--- src/rtl/iter_throttle_pkg.sv ---
package iter_throttle_pkg;

    typedef struct packed {
        logic take;    // a token leaves the pool
        logic give;    // a token returns to the pool
        logic reject;  // a completion report is dropped
    } credit_op_t;

    function automatic credit_op_t decide_op(
        input logic req,
        input logic done,
        input logic has_credit,
        input logic pool_full
    );
        credit_op_t op;
        op.take   = req && (has_credit || done);
        op.reject = done && pool_full && !op.take;
        op.give   = done && !op.reject;
        return op;
    endfunction

endpackage

--- src/rtl/credit_pool.sv ---
module credit_pool
    import iter_throttle_pkg::*;
#(
    parameter int CREDITS = 4
) (
    input  logic       clk,
    input  logic       rst,
    input  credit_op_t op,
    output logic       has_credit,
    output logic       pool_full
);
    localparam int CNT_W = $clog2(CREDITS + 1);
    localparam logic [CNT_W-1:0] FULL = CNT_W'(CREDITS);

    logic [CNT_W-1:0] count_q;

    always_ff @(posedge clk) begin
        if (rst) begin
            count_q <= FULL;
        end else begin
            case ({op.take, op.give})
                2'b10:   count_q <= count_q - CNT_W'(1);
                2'b01:   count_q <= count_q + CNT_W'(1);
                default: count_q <= count_q;
            endcase
        end
    end

    assign has_credit = (count_q != '0);
    assign pool_full  = (count_q == FULL);

    assert_no_overflow_R7: assert property (@(posedge clk) disable iff (rst)
        count_q <= FULL);

    assert_reset_full_R1: assert property (@(posedge clk) disable iff (rst)
        $past(rst) |-> count_q == FULL);

    assert_take_drops_R2: assert property (@(posedge clk) disable iff (rst)
        (op.take && !op.give) |=> count_q == $past(count_q) - CNT_W'(1));

    assert_pair_keeps_R5: assert property (@(posedge clk) disable iff (rst)
        (op.take && op.give) |=> $stable(count_q));

    assert_reject_keeps_R7: assert property (@(posedge clk) disable iff (rst)
        op.reject |=> $stable(count_q));

    assert_no_take_empty_R3: assert property (@(posedge clk) disable iff (rst)
        (count_q == '0 && op.take) |-> op.give);
endmodule

--- src/rtl/iter_seq.sv ---
module iter_seq #(
    parameter int ITER_W = 4
) (
    input  logic              clk,
    input  logic              rst,
    input  logic              advance,
    output logic [ITER_W-1:0] iter
);
    logic [ITER_W-1:0] iter_q;

    always_ff @(posedge clk) begin
        if (rst)          iter_q <= '0;
        else if (advance) iter_q <= iter_q + ITER_W'(1);
    end

    assign iter = iter_q;

    assert_iter_step_R6: assert property (@(posedge clk) disable iff (rst)
        advance |=> iter_q == $past(iter_q) + ITER_W'(1));

    assert_iter_hold_R9: assert property (@(posedge clk) disable iff (rst)
        !advance |=> $stable(iter_q));
endmodule

--- src/rtl/iter_throttle.sv ---
module iter_throttle
    import iter_throttle_pkg::*;
#(
    parameter int CREDITS = 4,
    parameter int ITER_W  = 4
) (
    input  logic              clk,
    input  logic              rst,
    input  logic              start_req,
    output logic              start_gnt,
    output logic [ITER_W-1:0] gnt_iter,
    input  logic              iter_done,
    output logic              done_err
);
    logic       has_credit;
    logic       pool_full;
    credit_op_t op;

    always_comb begin
        op = decide_op(start_req, iter_done, has_credit, pool_full);
    end

    credit_pool #(.CREDITS(CREDITS)) u_pool (
        .clk        (clk),
        .rst        (rst),
        .op         (op),
        .has_credit (has_credit),
        .pool_full  (pool_full)
    );

    iter_seq #(.ITER_W(ITER_W)) u_seq (
        .clk     (clk),
        .rst     (rst),
        .advance (op.take),
        .iter    (gnt_iter)
    );

    assign start_gnt = op.take;
    assign done_err  = op.reject;

    assert_gnt_needs_req_R2: assert property (@(posedge clk) disable iff (rst)
        start_gnt |-> start_req);

    assert_err_source_R7: assert property (@(posedge clk) disable iff (rst)
        done_err |-> (iter_done && !start_gnt));

    assert_held_when_empty_R3: assert property (@(posedge clk) disable iff (rst)
        (start_req && !start_gnt) |-> (!iter_done && !has_credit));
endmodule

--- config.mk ---
export PLATFORM = sky130hd
export DESIGN_NAME = iter_throttle
export DESIGN_NICKNAME = d
export VERILOG_FILES = /design/src/rtl/iter_throttle_pkg.sv /design/src/rtl/credit_pool.sv /design/src/rtl/iter_seq.sv /design/src/rtl/iter_throttle.sv
export SDC_FILE = /design/constraint.sdc
export NUM_CORES = 1
export LEC_CHECK = 0
export BUFFER_PORTS_ARGS = -buffer_cell sky130_fd_sc_hd__buf_4
export CORE_AREA = 2 2 39 41
export CTS_BUF_LIST = sky130_fd_sc_hd__clkbuf_4
export DETAILED_ROUTE_END_ITERATION = 10
export DIE_AREA = 0 0 41 43
export PLACE_DENSITY_LB_ADDON = 0.3
export SYNTH_ARGS = -nofsm -noshare
export SYNTH_HDL_FRONTEND = slang
export SYNTH_SLANG_ARGS = --single-unit
export TNS_END_PERCENT = 1
--- constraint.sdc ---
create_clock -name clk -period 4.4 [get_ports clk]
set_input_delay 1.1 -clock clk [delete_from_list [all_inputs] [get_ports clk]]
set_output_delay 1.1 -clock clk [all_outputs]
set_load 0.01 [all_outputs]
==> results.sh, run 1 <==
export IMPL_outcome="finished clean"
export IMPL_cts_num_sinks=7
export IMPL_gr_total_overflow=0
export IMPL_core_area_mm2=0.00138
export IMPL_clock_fmax_mhz=336
export IMPL_fin_skew_ns=0.00587
export IMPL_power_switching_uw=80.5
export IMPL_instances_no_fill=65
export IMPL_firstDrtPassIters=4
export IMPL_cp_start_kind="primary input"
export IMPL_synth_compound_gate_area_share_pct=14.6
export IMPL_start_util_pct=26.0
export IMPL_grt_pass1_wl_um=883
export IMPL_synth_area_um2=360
export IMPL_wl_per_cell_um=9.32
export IMPL_clkPwrFrac_pct=25.2
export IMPL_syn_inst=36
export IMPL_avgViaCountPerCell=4.49
export IMPL_hold_viol_final=0
export IMPL_yosys_warnings=0
export IMPL_ios=10
export IMPL_synth_simple_gate_area_share_pct=18.1
export IMPL_die_h_um=43
export IMPL_dieArea_mm2=0.00176
export IMPL_finalNetCount=57
export IMPL_critical_path_class="in2out"
export IMPL_wl_um=606
export IMPL_grt_max_degree=9
export IMPL_internal_power_uw=149
export IMPL_synth_adder_area_share_pct=12.5
export IMPL_regArea_um2=140
export IMPL_ctsHtreeMaxLevel=1
export IMPL_clk_pin_slew_worst_paths_ns=0.06
export IMPL_drv_slew=0
export IMPL_area_delta_synth_final_pct=31.9
export IMPL_cts_resized=0
export IMPL_fp_dieW_um=41
export IMPL_drc=0
export IMPL_worstMarginPinSlew_ns=0.496
export IMPL_slew_headroom_pct=66.8
export IMPL_final_area_um2=475
export IMPL_setup_viol=0
export IMPL_layout_drive_gt1_share_pct=34.7
export IMPL_netlist_top_cells_area="dfxtp_1 39%, o41ai_4 7.6%, xor2_1 7.3%"
export IMPL_max_cap_violations=0
export IMPL_crit_required_ns=3.30
export IMPL_synth_top_cell_area_share_pct=38.9
export IMPL_placed_area_um2=448
export IMPL_fin_util_pct=34.4
export IMPL_hold_slack_ns=0.484
export IMPL_rsz0062_at_grt="no"
export IMPL_synthesis_nets=43
export IMPL_grt_total_usage_pct=7.65
export IMPL_crit_fanout=8
export IMPL_hold_class="reg2reg"
export IMPL_vdd_drop_max_uv=205
export IMPL_cts_tree="built"
export IMPL_setup_tns_ns=0
export IMPL_drtIter0Drc=3
export IMPL_diodes=0
export IMPL_power_frac_seq_pct=43.4
export IMPL_fill_cells=137
export IMPL_seq_area_frac_synth_pct=38.9
export IMPL_hold_buffers=0
export IMPL_postCtsSetupBuffers=0
export IMPL_yosys_area_top_type="dfxtp_1"
export IMPL_synth_cell_types=17
export IMPL_cp_end_kind="output port"
export IMPL_num_vias=292
export IMPL_clk_path_buf_depth=2
export IMPL_insertion_delay_ns=0.25
export IMPL_leakagePower_uw=0.000217
export IMPL_postRouteAntennaNets=0
export IMPL_grt_pass1_vias=220
export IMPL_dp_cells=61
export IMPL_finalCritPeriodShare_pct=67.6
export IMPL_powerDensity_mw_per_mm2=483
export IMPL_syn_avg_cell_area_um2=10.0
export IMPL_p_comb_share_pct=31.4
export IMPL_synth_top_family_by_area="simple AND/OR/NAND/NOR gates"
export IMPL_synth_area_mux_share_pct=5.56
export IMPL_period_needed_ns=2.97
export IMPL_ys_ff_latch=7
export IMPL_antenna_found_initial=0
export IMPL_portBuffers=9
export IMPL_worstPathArrival_ns=1.87
export IMPL_row_count=14
export IMPL_switching_share_pct=35.1
export IMPL_multi_input_area_um2=209
export IMPL_numCtsBuffers=3
export IMPL_synthXorXnorAreaFrac_pct=7.29
export IMPL_dp_hpwl_um=455
export IMPL_clock_root_buffer="clkbuf_4"
export IMPL_gp_congestion=0.720
==> power by group through the flow <==
stage | Sequential (µW) | Clock (µW) | Combinational, µW
after floorplan | 99.3 | 0 | 49.8
after global placement | 101 | 0 | 69.8
after detailed placement | 102 | 0 | 71.1
after CTS | 100 | 60.6 | 72.0
after global routing | 102 | 63.8 | 78.5
final | 99.6 | 57.9 | 72.0
==> cells in the mapped netlist <==
cell type,n
nand3_1,1
nor3_1,1
nor4_1,1
xor2_1,3
ha_1,2
a21oi_1,2
nor2b_1,1
or3b_2,1
inv_1,3
dfxtp_1,7
nand2_1,1
mux2i_1,2
or3_2,2
o21ai_0,3
fa_1,1
o41ai_4,1
nor2_1,4
==> routing by layer <==
layer | vias to the layer above | wire length [µm] | global-route usage [%]
met4 | 0 | 0 | 8.00
met2 | 5 | 284 | 9.06
met3 | 0 | 16 | 1.57
met5 | - | 0 | 0
li1 | 151 | - | -
met1 | 136 | 305 | 10.4
==> critical path: stages <==
cell and delay [ns]:
buf_4 0.12, o41ai_4 0.41, inv_1 0.08, buf_4 0.16
==> sequential cells by signal, summed over array words and instances, names as in the netlist <==
name and cells:
u_pool.count_q 3, u_seq.iter 4
==> cell families (layout without fill, tap and decap cells) <==
logic type               Yosys count  count (layout)
XOR/XNOR                           3               3
flip-flops                         7               7
AO/OA/AOI/OAI                      6               6
multiplexers                       2               2
buffers and inverters              3              16
AND/OR/NAND/NOR                   12              12
adder cells (fa/ha/maj)            3               3
==> placed cells by master (no fill, tap or decap) <==
cell and n:
nor3_1 1, mux2i_1 2, nand3_1 1, a21oi_1 2
or3_2 2, fa_1 1, nand2_1 1, o21ai_0 3
dfxtp_1 7, or3b_2 1, o41ai_4 1, ha_1 2
xor2_1 3, inv_1 3, clkbuf_4 3, buf_4 9
nor2b_1 1, nor2_1 4, clkinv_2 1, nor4_1 1
==> worst paths after layout <==
check / from / to / slack (ns) / cells after the start
worst max register to register: u_pool.count_q[0]$_SDFFE_PP0P_ / u_pool.count_q[2]$_SDFFE_PP1P_ / 1.89 / 7
worst max-delay path: iter_done / start_gnt / 1.43 / 4
worst min-delay path: u_seq.iter[3]$_SDFFE_PP0N_ / u_seq.iter[3]$_SDFFE_PP0N_ / 0.48 / 2
worst min register to register: u_seq.iter[3]$_SDFFE_PP0N_ / u_seq.iter[3]$_SDFFE_PP0N_ / 0.48 / 2
==> through the flow <==
step                total power (µW)  worst slack [ns]
finish                           229              1.43
global route                     244              1.35
CTS                              233              1.41
detailed placement               173              1.19
global placement                 171              1.17
floorplan                        149              1.44
==> final cells by class <==
cell class                      instances  share of cell area (%)
Multi-Input combinational cell         26                    43.9
Sequential cell                         7                    29.5
Timing Repair Buffer                    9                    14.2
Clock buffer                            3                    4.74
Tap cell                               16                    4.21
Inverter                                3                    2.37
Clock inverter                          1                    1.05
No activity file was read; power rests on OpenSTA's default activity.
==> run 2, diff against run 1 <==
Clock period 4.4 ns to 2.98 ns, I/O delays scaled along.
==> run 2 against run 1 <==
Effect of this change: register-to-register slack worse by 1.2 ns; largest power group unchanged; global-route usage is 1.4 points higher; core utilization is 0.72 points higher; first-iteration DRC count is 100% higher; design area is 2.1% higher; non-clock buffer count is 1 higher; clock power is 60% higher; hold slack better by 0.00089 ns; largest cell class unchanged; flip-flop and latch count stayed put.
==> results.sh, run 2 (synthesized netlist as in run 1, its figures left out) <==
export IMPL_outcome="finished clean"
export IMPL_power_switching_uw=113
export IMPL_multi_input_area_um2=209
export IMPL_slew_headroom_pct=77.1
export IMPL_postCtsSetupBuffers=0
export IMPL_ctsHtreeMaxLevel=1
export IMPL_dieArea_mm2=0.00176
export IMPL_grt_pass1_wl_um=1050
export IMPL_worstPathArrival_ns=2.50
export IMPL_area_delta_synth_final_pct=34.7
export IMPL_critical_path_class="in2reg"
export IMPL_timing_rr_start="u_pool.count_q[0]$_SDFFE_PP0P_"
export IMPL_clock_root_buffer="clkbuf_4"
export IMPL_gr_total_overflow=0
export IMPL_setup_tns_ns=0
export IMPL_p_comb_share_pct=31.1
export IMPL_portBuffers=9
export IMPL_gp_congestion=0.665
export IMPL_setup_viol=0
export IMPL_hold_viol_final=0
export IMPL_clk_pin_slew_worst_paths_ns=0.05
export IMPL_numCtsBuffers=3
export IMPL_rrSetupSlack_ns=0.70
export IMPL_hold_buffers=0
export IMPL_reg2reg_to="u_pool.count_q[2]$_SDFFE_PP1P_"
export IMPL_worstMarginPinSlew_ns=0.340
export IMPL_layout_drive_gt1_share_pct=36.0
export IMPL_final_common_cell="buf_4"
export IMPL_switching_share_pct=32.7
export IMPL_grt_max_degree=8
export IMPL_diodes=0
export IMPL_firstDrtPassIters=4
export IMPL_grt_pass1_vias=273
export IMPL_finalCritPeriodShare_pct=79.6
export IMPL_insertion_delay_ns=0.25
export IMPL_reg2regPathDepth=7
export IMPL_regArea_um2=140
export IMPL_cp_start_kind="primary input"
export IMPL_drv_slew=0
export IMPL_clk_path_buf_depth=2
export IMPL_period_needed_ns=2.37
export IMPL_fin_skew_ns=0.000421
export IMPL_total_power_uw=347
export IMPL_min_delay_start="u_seq.iter[3]$_SDFFE_PP0N_"
export IMPL_leakagePower_uw=0.000222
export IMPL_ios=10
export IMPL_antenna_found_initial=0
export IMPL_dp_hpwl_um=488
export IMPL_grt_total_usage_pct=9.06
export IMPL_row_count=14
export IMPL_power_frac_seq_pct=42.2
export IMPL_vdd_drop_max_uv=283
export IMPL_core_area_mm2=0.00138
export IMPL_num_vias=281
export IMPL_largest_register_ffs=4
export IMPL_crit_fanout=3
export IMPL_fp_dieW_um=41
export IMPL_hold_end="u_seq.iter[3]$_SDFFE_PP0N_"
export IMPL_crit_required_ns=3.10
export IMPL_wl_um=618
export IMPL_fill_cells=146
export IMPL_final_cell_mix="10 x buf_4, 7 x dfxtp_1, 4 x nor2_1, 4 x clkbuf_4"
export IMPL_rsz0062_at_grt="no"
export IMPL_hold_class="reg2reg"
export IMPL_cts_resized=0
export IMPL_start_util_pct=26.0
export IMPL_finalNetCount=58
export IMPL_cts_tree="built"
export IMPL_postRouteAntennaNets=0
export IMPL_drc=0
export IMPL_powerDensity_mw_per_mm2=714
export IMPL_wl_per_cell_um=9.36
export IMPL_max_cap_violations=0
export IMPL_drtIter0Drc=6
export IMPL_hold_slack_ns=0.484
export IMPL_avgViaCountPerCell=4.26
export IMPL_internal_power_uw=233
export IMPL_clock_fmax_mhz=421
export IMPL_cp_end_kind="register"
export IMPL_clkPwrFrac_pct=26.7
export IMPL_worstHoldPathCells=2
export IMPL_cts_num_sinks=7
export IMPL_die_h_um=43
==> run 2: power groups by stage <==
stage                     registers [µW]  clock network [µW]  logic [µW]
after floorplan                      147                   0        73.5
after global placement               149                   0         106
after detailed placement             149                   0         108
after CTS                            147                97.8         109
after global routing                 151                 104         124
final                                146                92.7         108
==> run 2: area by class of cell <==
type,count,share of cell area (%)
clock buffer,4,6.19
inverter,3,2.32
multi-input combinational,26,43.0
sequential,7,28.9
tap,16,4.12
timing repair buffer,10,15.5
==> run 2: how the worst max path moves through the flow <==
stage                                          end  cells past startpoint      start
floorplan           u_pool.count_q[2]$_SDFFE_PP1P_                      7  iter_done
global placement    u_pool.count_q[2]$_SDFFE_PP1P_                      8  iter_done
detailed placement  u_pool.count_q[2]$_SDFFE_PP1P_                      8  iter_done
CTS                 u_pool.count_q[2]$_SDFFE_PP1P_                      8  iter_done
global route        u_pool.count_q[2]$_SDFFE_PP1P_                     10  iter_done
finish              u_pool.count_q[2]$_SDFFE_PP1P_                      8  iter_done
==> run 2: per-stage QoR <==
step	setup slack (ns)	cell area, µm²	utilization, %	std cells
CTS	0.605	485	35.1	66
floorplan	0.378	360	-	36
global route	0.468	485	35.1	66
finish	0.607	485	35.1	66
global placement	0.352	455	32.9	62
detailed placement	0.346	455	32.9	62
==> run 2: layer usage <==
metal | vias up | routed length [µm] | global-route usage [%]
met1 | 124 | 278 | 10.7
li1 | 151 | - | -
met2 | 6 | 307 | 12.2
met5 | - | 0 | 0
met3 | 0 | 32 | 6.28
met4 | 0 | 0 | 4.00
==> run 2: critical path: stages <==
cell and delay (ns):
buf_4 0.12, o41ai_4 0.23, ha_1 0.23, inv_1 0.06, fa_1 0.37, xor2_1 0.16
o21ai_0 0.13, or3b_2 0.44
